## src/rtl/mcsr_pkg.sv

```systemverilog
package mcsr_pkg;
  localparam int XLEN   = 32;
  localparam int CSR_AW = 12;
  localparam int NPLAIN = 7;
  localparam int NCNT   = 2;
  localparam int IDX_W  = 3;

  typedef logic [XLEN-1:0] word_t;

  typedef enum logic [1:0] {
    OP_READ  = 2'd0,
    OP_WRITE = 2'd1,
    OP_SET   = 2'd2,
    OP_CLEAR = 2'd3
  } csr_op_e;

  typedef enum logic [1:0] {
    K_NONE  = 2'd0,
    K_PLAIN = 2'd1,
    K_COUNT = 2'd2,
    K_CONST = 2'd3
  } kind_e;

  typedef struct packed {
    kind_e            kind;
    logic [IDX_W-1:0] idx;
    logic             hi;
  } sel_t;

  // writable register slots
  localparam int P_STATUS  = 0;
  localparam int P_IRQEN   = 1;
  localparam int P_TVEC    = 2;
  localparam int P_SCRATCH = 3;
  localparam int P_EPC     = 4;
  localparam int P_CAUSE   = 5;
  localparam int P_INHIBIT = 6;

  // counters and their inhibit bits
  localparam int C_CYCLE     = 0;
  localparam int C_RETIRED   = 1;
  localparam int INH_CYC_BIT = 0;
  localparam int INH_RET_BIT = 2;

  // constant words
  localparam int Q_ISA  = 0;
  localparam int Q_ARCH = 1;
  localparam int Q_IMPL = 2;
  localparam int Q_HART = 3;
  localparam int Q_ZERO = 4;

  function automatic word_t plain_mask(input int slot);
    case (slot)
      P_TVEC:    return 32'hFFFF_FFFD;
      P_EPC:     return 32'hFFFF_FFFE;
      P_CAUSE:   return 32'h8000_000F;
      P_INHIBIT: return 32'h0000_0007;
      default:   return 32'hFFFF_FFFF;
    endcase
  endfunction

  function automatic sel_t csr_decode(input logic [CSR_AW-1:0] a);
    sel_t s;
    s.kind = K_NONE;
    s.idx  = '0;
    s.hi   = 1'b0;
    case (a)
      12'h300: begin s.kind = K_PLAIN; s.idx = IDX_W'(P_STATUS);  end
      12'h304: begin s.kind = K_PLAIN; s.idx = IDX_W'(P_IRQEN);   end
      12'h305: begin s.kind = K_PLAIN; s.idx = IDX_W'(P_TVEC);    end
      12'h320: begin s.kind = K_PLAIN; s.idx = IDX_W'(P_INHIBIT); end
      12'h340: begin s.kind = K_PLAIN; s.idx = IDX_W'(P_SCRATCH); end
      12'h341: begin s.kind = K_PLAIN; s.idx = IDX_W'(P_EPC);     end
      12'h342: begin s.kind = K_PLAIN; s.idx = IDX_W'(P_CAUSE);   end
      12'hB00: begin s.kind = K_COUNT; s.idx = IDX_W'(C_CYCLE);   end
      12'hB80: begin s.kind = K_COUNT; s.idx = IDX_W'(C_CYCLE);   s.hi = 1'b1; end
      12'hB02: begin s.kind = K_COUNT; s.idx = IDX_W'(C_RETIRED); end
      12'hB82: begin s.kind = K_COUNT; s.idx = IDX_W'(C_RETIRED); s.hi = 1'b1; end
      12'h301: begin s.kind = K_CONST; s.idx = IDX_W'(Q_ISA);  end
      12'hF12: begin s.kind = K_CONST; s.idx = IDX_W'(Q_ARCH); end
      12'hF13: begin s.kind = K_CONST; s.idx = IDX_W'(Q_IMPL); end
      12'hF14: begin s.kind = K_CONST; s.idx = IDX_W'(Q_HART); end
      12'h343, 12'h344: begin s.kind = K_CONST; s.idx = IDX_W'(Q_ZERO); end
      default: ;
    endcase
    return s;
  endfunction
endpackage

```

## src/rtl/mcsr_decode.sv

```systemverilog
module mcsr_decode
  import mcsr_pkg::*;
#(
  parameter int AW = 16
) (
  input  logic [AW-1:0] addr,
  input  logic [1:0]    priv,
  output sel_t          sel,
  output logic          legal
);
  logic in_range;
  logic priv_ok;

  assign in_range = ((addr >> CSR_AW) == '0);
  assign priv_ok  = (addr[9:8] <= priv);
  assign sel      = csr_decode(addr[CSR_AW-1:0]);
  assign legal    = in_range && priv_ok && (sel.kind != K_NONE);
endmodule

```

## src/rtl/mcsr_plain_regs.sv

```systemverilog
module mcsr_plain_regs
  import mcsr_pkg::*;
#(
  parameter int N = NPLAIN
) (
  input  logic                   clk,
  input  logic                   rst_n,
  input  logic [N-1:0]           we,
  input  word_t                  wdata,
  output logic [N-1:0][XLEN-1:0] q
);
  for (genvar i = 0; i < N; i++) begin : g_slot
    localparam word_t MASK = plain_mask(i);
    always_ff @(posedge clk) begin
      if (!rst_n)     q[i] <= '0;
      else if (we[i]) q[i] <= wdata & MASK;
    end
  end
endmodule

```

## src/rtl/mcsr_counter64.sv

```systemverilog
module mcsr_counter64
  import mcsr_pkg::*;
#(
  parameter int W = XLEN
) (
  input  logic         clk,
  input  logic         rst_n,
  input  logic         inc,
  input  logic         wr_lo,
  input  logic         wr_hi,
  input  logic [W-1:0] wdata,
  output logic [W-1:0] lo,
  output logic [W-1:0] hi
);
  localparam int FULL = 2 * W;
  logic [FULL-1:0] nxt;

  assign nxt = {hi, lo} + {{(FULL-1){1'b0}}, inc};

  // a software write to a half replaces the incremented value of that half
  always_ff @(posedge clk) begin
    if (!rst_n) begin
      lo <= '0;
      hi <= '0;
    end else begin
      lo <= wr_lo ? wdata : nxt[W-1:0];
      hi <= wr_hi ? wdata : nxt[FULL-1:W];
    end
  end
endmodule

```

## src/rtl/mcsr_file.sv

```systemverilog
module mcsr_file
  import mcsr_pkg::*;
#(
  parameter int          AW      = 16,
  parameter logic [31:0] ISA_ID  = 32'h4000_1104,
  parameter logic [31:0] ARCH_ID = 32'h0000_0000,
  parameter logic [31:0] IMPL_ID = 32'h0000_0001,
  parameter logic [31:0] HART_ID = 32'h0000_0000
) (
  input  logic          clk,
  input  logic          rst_n,
  input  logic          req_valid,
  input  logic [1:0]    req_op,
  input  logic [AW-1:0] req_addr,
  input  logic [31:0]   req_wdata,
  input  logic [1:0]    cur_priv,
  input  logic          retire,
  output logic [31:0]   rsp_rdata,
  output logic          rsp_illegal
);
  localparam int CW = (NCNT > 1) ? $clog2(NCNT) : 1;

  sel_t    sel;
  logic    legal;
  csr_op_e op;
  word_t   old_val;
  word_t   new_val;
  word_t   const_val;
  logic    do_wr;

  logic [NPLAIN-1:0][XLEN-1:0] plain_q;
  logic [NPLAIN-1:0]           plain_we;
  logic [NCNT-1:0][XLEN-1:0]   cnt_lo;
  logic [NCNT-1:0][XLEN-1:0]   cnt_hi;

  mcsr_decode #(.AW(AW)) u_dec (
    .addr  (req_addr),
    .priv  (cur_priv),
    .sel   (sel),
    .legal (legal)
  );

  assign op = csr_op_e'(req_op);

  always_comb begin
    case (sel.idx)
      IDX_W'(Q_ISA):  const_val = ISA_ID;
      IDX_W'(Q_ARCH): const_val = ARCH_ID;
      IDX_W'(Q_IMPL): const_val = IMPL_ID;
      IDX_W'(Q_HART): const_val = HART_ID;
      default:        const_val = '0;
    endcase
  end

  // old value: what a read sees and what set/clear start from
  always_comb begin
    case (sel.kind)
      K_PLAIN: old_val = plain_q[sel.idx];
      K_COUNT: old_val = sel.hi ? cnt_hi[sel.idx[CW-1:0]] : cnt_lo[sel.idx[CW-1:0]];
      K_CONST: old_val = const_val;
      default: old_val = '0;
    endcase
  end

  always_comb begin
    case (op)
      OP_WRITE: new_val = req_wdata;
      OP_SET:   new_val = old_val | req_wdata;
      OP_CLEAR: new_val = old_val & ~req_wdata;
      default:  new_val = old_val;
    endcase
  end

  assign do_wr       = req_valid && legal && (op != OP_READ);
  assign rsp_illegal = req_valid && !legal;
  assign rsp_rdata   = (req_valid && legal) ? old_val : '0;

  for (genvar i = 0; i < NPLAIN; i++) begin : g_pwe
    assign plain_we[i] = do_wr && (sel.kind == K_PLAIN) && (sel.idx == IDX_W'(i));
  end

  mcsr_plain_regs #(.N(NPLAIN)) u_regs (
    .clk   (clk),
    .rst_n (rst_n),
    .we    (plain_we),
    .wdata (new_val),
    .q     (plain_q)
  );

  for (genvar c = 0; c < NCNT; c++) begin : g_cnt
    localparam int INH = (c == C_CYCLE) ? INH_CYC_BIT : INH_RET_BIT;
    logic event_hit;
    logic wr_here;
    assign event_hit = (c == C_CYCLE) ? 1'b1 : retire;
    assign wr_here   = do_wr && (sel.kind == K_COUNT) && (sel.idx == IDX_W'(c));

    mcsr_counter64 #(.W(XLEN)) u_ctr (
      .clk   (clk),
      .rst_n (rst_n),
      .inc   (event_hit && !plain_q[P_INHIBIT][INH]),
      .wr_lo (wr_here && !sel.hi),
      .wr_hi (wr_here && sel.hi),
      .wdata (new_val),
      .lo    (cnt_lo[c]),
      .hi    (cnt_hi[c])
    );
  end
endmodule

```

## config.mk

```make
export PLATFORM = sky130hd
export DESIGN_NAME = mcsr_file
export DESIGN_NICKNAME = d
export VERILOG_FILES = /design/src/rtl/mcsr_pkg.sv /design/src/rtl/mcsr_decode.sv /design/src/rtl/mcsr_plain_regs.sv /design/src/rtl/mcsr_counter64.sv /design/src/rtl/mcsr_file.sv
export SDC_FILE = /design/constraint.sdc
export NUM_CORES = 1
export LEC_CHECK = 0
export BUFFER_PORTS_ARGS = -buffer_cell sky130_fd_sc_hd__buf_2
export CORE_ASPECT_RATIO = 1.75
export CORE_MARGIN = 10
export CORE_UTILIZATION = 40
export DETAILED_ROUTE_END_ITERATION = 7
export REMOVE_ABC_BUFFERS = 1
export SLEW_MARGIN = 0
export SYNTH_ARGS = -nofsm -noshare
export SYNTH_HDL_FRONTEND = slang
export SYNTH_SLANG_ARGS = --single-unit
```

## constraint.sdc

```tcl
create_clock -name clk -period 4.4 [get_ports clk]
set_clock_uncertainty 0.05 [all_clocks]
set_input_delay 0.44 -clock clk [delete_from_list [all_inputs] [get_ports clk]]
set_output_delay 0.44 -clock clk [all_outputs]
set_load 0.005 [all_outputs]
```

==> impl_metrics.tcl <==
set metrics [dict create \
    status "finished, final reports clean" \
    tritoncts "done" \
    maxCapViolCount 0 \
    worstSetupPathType "primary input to primary output" \
    synth-seq-cells 294 \
    clkTransAtPathRegs_ps 70 \
    fp.dieW_um 177 \
    ys_seq_area_frac 0.343 \
    critPathSlowestCell "a2111oi_0" \
    finalNetCount 2311 \
    n_fill_cell 4323 \
    hold_end "u_regs.q[11]" \
    cts_buffer_depth 3 \
    cts.sinks 294 \
    reg2reg_slack_ps 860 \
    synth.most_common_cell "dfxtp_1" \
    relSlewSlack 0.177 \
    area_growth_pct 13.7 \
    setup_violations 0 \
    async_flop_share 0 \
    syn-cell-area_mm2 0.0172 \
    gr-usage-all-layers 0.290 \
    crit_path_cell_trace "buf_2, nor4bb_1, nand4_1, and2_4, nand2_4, buf_12, mux2i_1, o22ai_1, a2111oi_0, nor2_1, buf_2" \
    crit_top_cell "buf_2" \
    drc 0 \
    rsz0062_at_grt "false" \
    synth_top_area_frac 0.343 \
    grt_max_degree 104 \
    p_leak_nw 7.04 \
    synthAdderAreaFrac 0.00437 \
    avgSynthCellArea_um2 7.91 \
    synthMuxAreaShare 0.0405 \
    cts-root-buf "clkbuf_16" \
    n_antenna_cell 0 \
    grt_pass1_vias 17600 \
    via_per_inst 6.47 \
    clk_latency_ps 590 \
    synth_edf_count 0 \
    r2r_start "u_regs.q[194]" \
    htreeDepth 1 \
    synth_area_leader_cell "dfxtp_1" \
    crit_path_start "req_addr[11]" \
    multiInputGateArea_mm2 0.0105 \
    hold_path_class "primary input to flip-flop" \
    wirelength_mm 78.5 \
    dr.pass1.iters 6 \
    synth_top_family_by_area "compound AO/OA/AOI/OAI gates" \
    numPlacedInstances 2779 \
    synthXorXnorAreaFrac 0.0694 \
    cp-start-kind "primary input" \
    maxSlewViolCount 0 \
    period_needed_ps 4150 \
    holdCritStartpoint "req_wdata[11]" \
    power_w 0.00569 \
    synth_compound_area_frac 0.269 \
    synthSimpleGateAreaFrac 0.227 \
    synth_warnings 0 \
    synth_commonest_cells "dfxtp_1, nand2_1, o21ai_0" \
    holdPathStages 3 \
    critPathMaxStageDelay_ps 680 \
    antenna_found_initial 1 \
    vias 18300 \
    ant_nets 0 \
    dieArea_mm2 0.0520 \
    switchingPower_w 0.00143 \
    postSynthCellCount 2172 \
    stdcell_count 2833 \
    crit_path_end_kind "primary output" \
    ioPinCount 89 \
    gr-total-overflow 0 \
    wl_per_cell_um 27.7 \
    place.gp.congestion 0.998 \
    power.clock.fraction 0.464 \
    timing.fmax_mhz 241 \
    p_int_w 0.00425 \
    fin_tns_setup_ps 0 \
    ys_types 110 \
    fin_crit_sh 0.944 \
    drtIter0Drc 1992 \
    crit_required_ps 3910 \
    final_core_utilization 0.459 \
    hold_violations 0 \
    portBuffers 88 \
    floorplan.rows 100 \
    grt_pass1_wl_mm 114 \
    switching_share 0.252 \
    synthFlopType "dfxtp_1" \
    synthTopCellsByArea "dfxtp_1, o21ai_0, nand2_1" \
    post_cts_resized 0 \
    p_seq_frac 0.469 \
    core_mm2 0.0425 \
    cp.arrival_ps 3660 \
    dp.final_hpwl_mm 57.7 \
    initial_utilization 0.404 \
    tightestPinTransition_ps 1240 \
    postCtsSetupBuffers 0 \
    drive_gt1_frac 0.151 \
    hold_buffers 0 \
    critPathMaxFanout 29 \
    combPwrFrac 0.067 \
    fin_hold_ws_ps 218 \
    cts_made_buffers 29 \
    ir_drop_mv 0.222 \
    rr_endpoint "g_cnt[1].u_ctr.hi[31]" \
    power_density_mw_per_mm2 291 \
    die_y_um 294 \
    register_area_mm2 0.00589 \
    ff2ff_path_depth 10 \
]
layout make-up:
type | instances | area share
clock buffers | 40 | 0.0403
clock inverters | 14 | 0.00904
inverters | 21 | 0.00404
multi-input cells | 1702 | 0.540
flip-flops and latches | 294 | 0.301
well taps | 561 | 0.0360
repair buffers | 201 | 0.0689
routing by layer:
metal	GRT usage	part of all wire
met4	0.212	0.082
met3	0.0330	0.075
met1	0.332	0.37
met2	0.488	0.48
met5	0	0
kinds of logic (layout without fill, tap and decap cells):
logic type | count (synthesis) | after routing
and+or+nand+nor | 790 | 790
AOI/OAI and AO/OA | 705 | 705
DFF | 294 | 294
buffers and inverters | 176 | 276
xor gates and xnor gates | 136 | 136
muxes | 65 | 65
adders and majority gates | 6 | 6
metrics by stage:
step | worst slack, ps | instance area [µm²]
after floorplan | -3190 | 16400
after global placement | 247 | 18600
after detailed placement | 304 | 18600
after CTS | 291 | 19500
after global routing | 58.5 | 19500
final | 247 | 19500
worst max-delay path, delay by kind of cell:
family,cells,cell delay (ps)
AOI/OAI and AO/OA,2,900
buffers and inverters,3,570
muxes,1,330
and+or+nand+nor,5,1390
placed cells by master, fill, tap and decap left out, types with 69 or more instances in the layout:
| cell | instances |
|---|---|
| dfxtp_1 | 294 |
| o21ai_0 | 216 |
| nand3_1 | 136 |
| buf_2 | 87 |
| xor2_1 | 69 |
| buf_4 | 109 |
| nor2_1 | 167 |
| nand2_1 | 267 |
| o22ai_1 | 75 |
| a21oi_1 | 134 |
power groups by stage:
stage / Sequential, W / Clock [W] / Combinational [W]
3_3_place_gp: 0.00273 / 0 / 0.000363
5_1_grt: 0.00267 / 0.00275 / 0.000397
4_1_cts: 0.00267 / 0.00266 / 0.000368
6_report: 0.00267 / 0.00264 / 0.000381
2_1_floorplan: 0.00273 / 0 / 0.000152
3_5_place_dp: 0.00273 / 0 / 0.000368
flip-flops by register name, summed over array words and instances (netlist names):
signal and flops:
g_cnt.u_ctr.lo 64, u_regs.q 166, g_cnt.u_ctr.hi 64
worst max-delay path by stage:
stage / endpoint / cells after the start
2_1_floorplan: u_regs.q[32] / 7
3_3_place_gp: g_cnt[0].u_ctr.hi[11] / 11
3_5_place_dp: u_regs.q[161] / 11
4_1_cts: rsp_rdata[29] / 11
5_1_grt: rsp_rdata[29] / 11
6_report: rsp_rdata[11] / 11
Power figures use the tool's default switching activity.
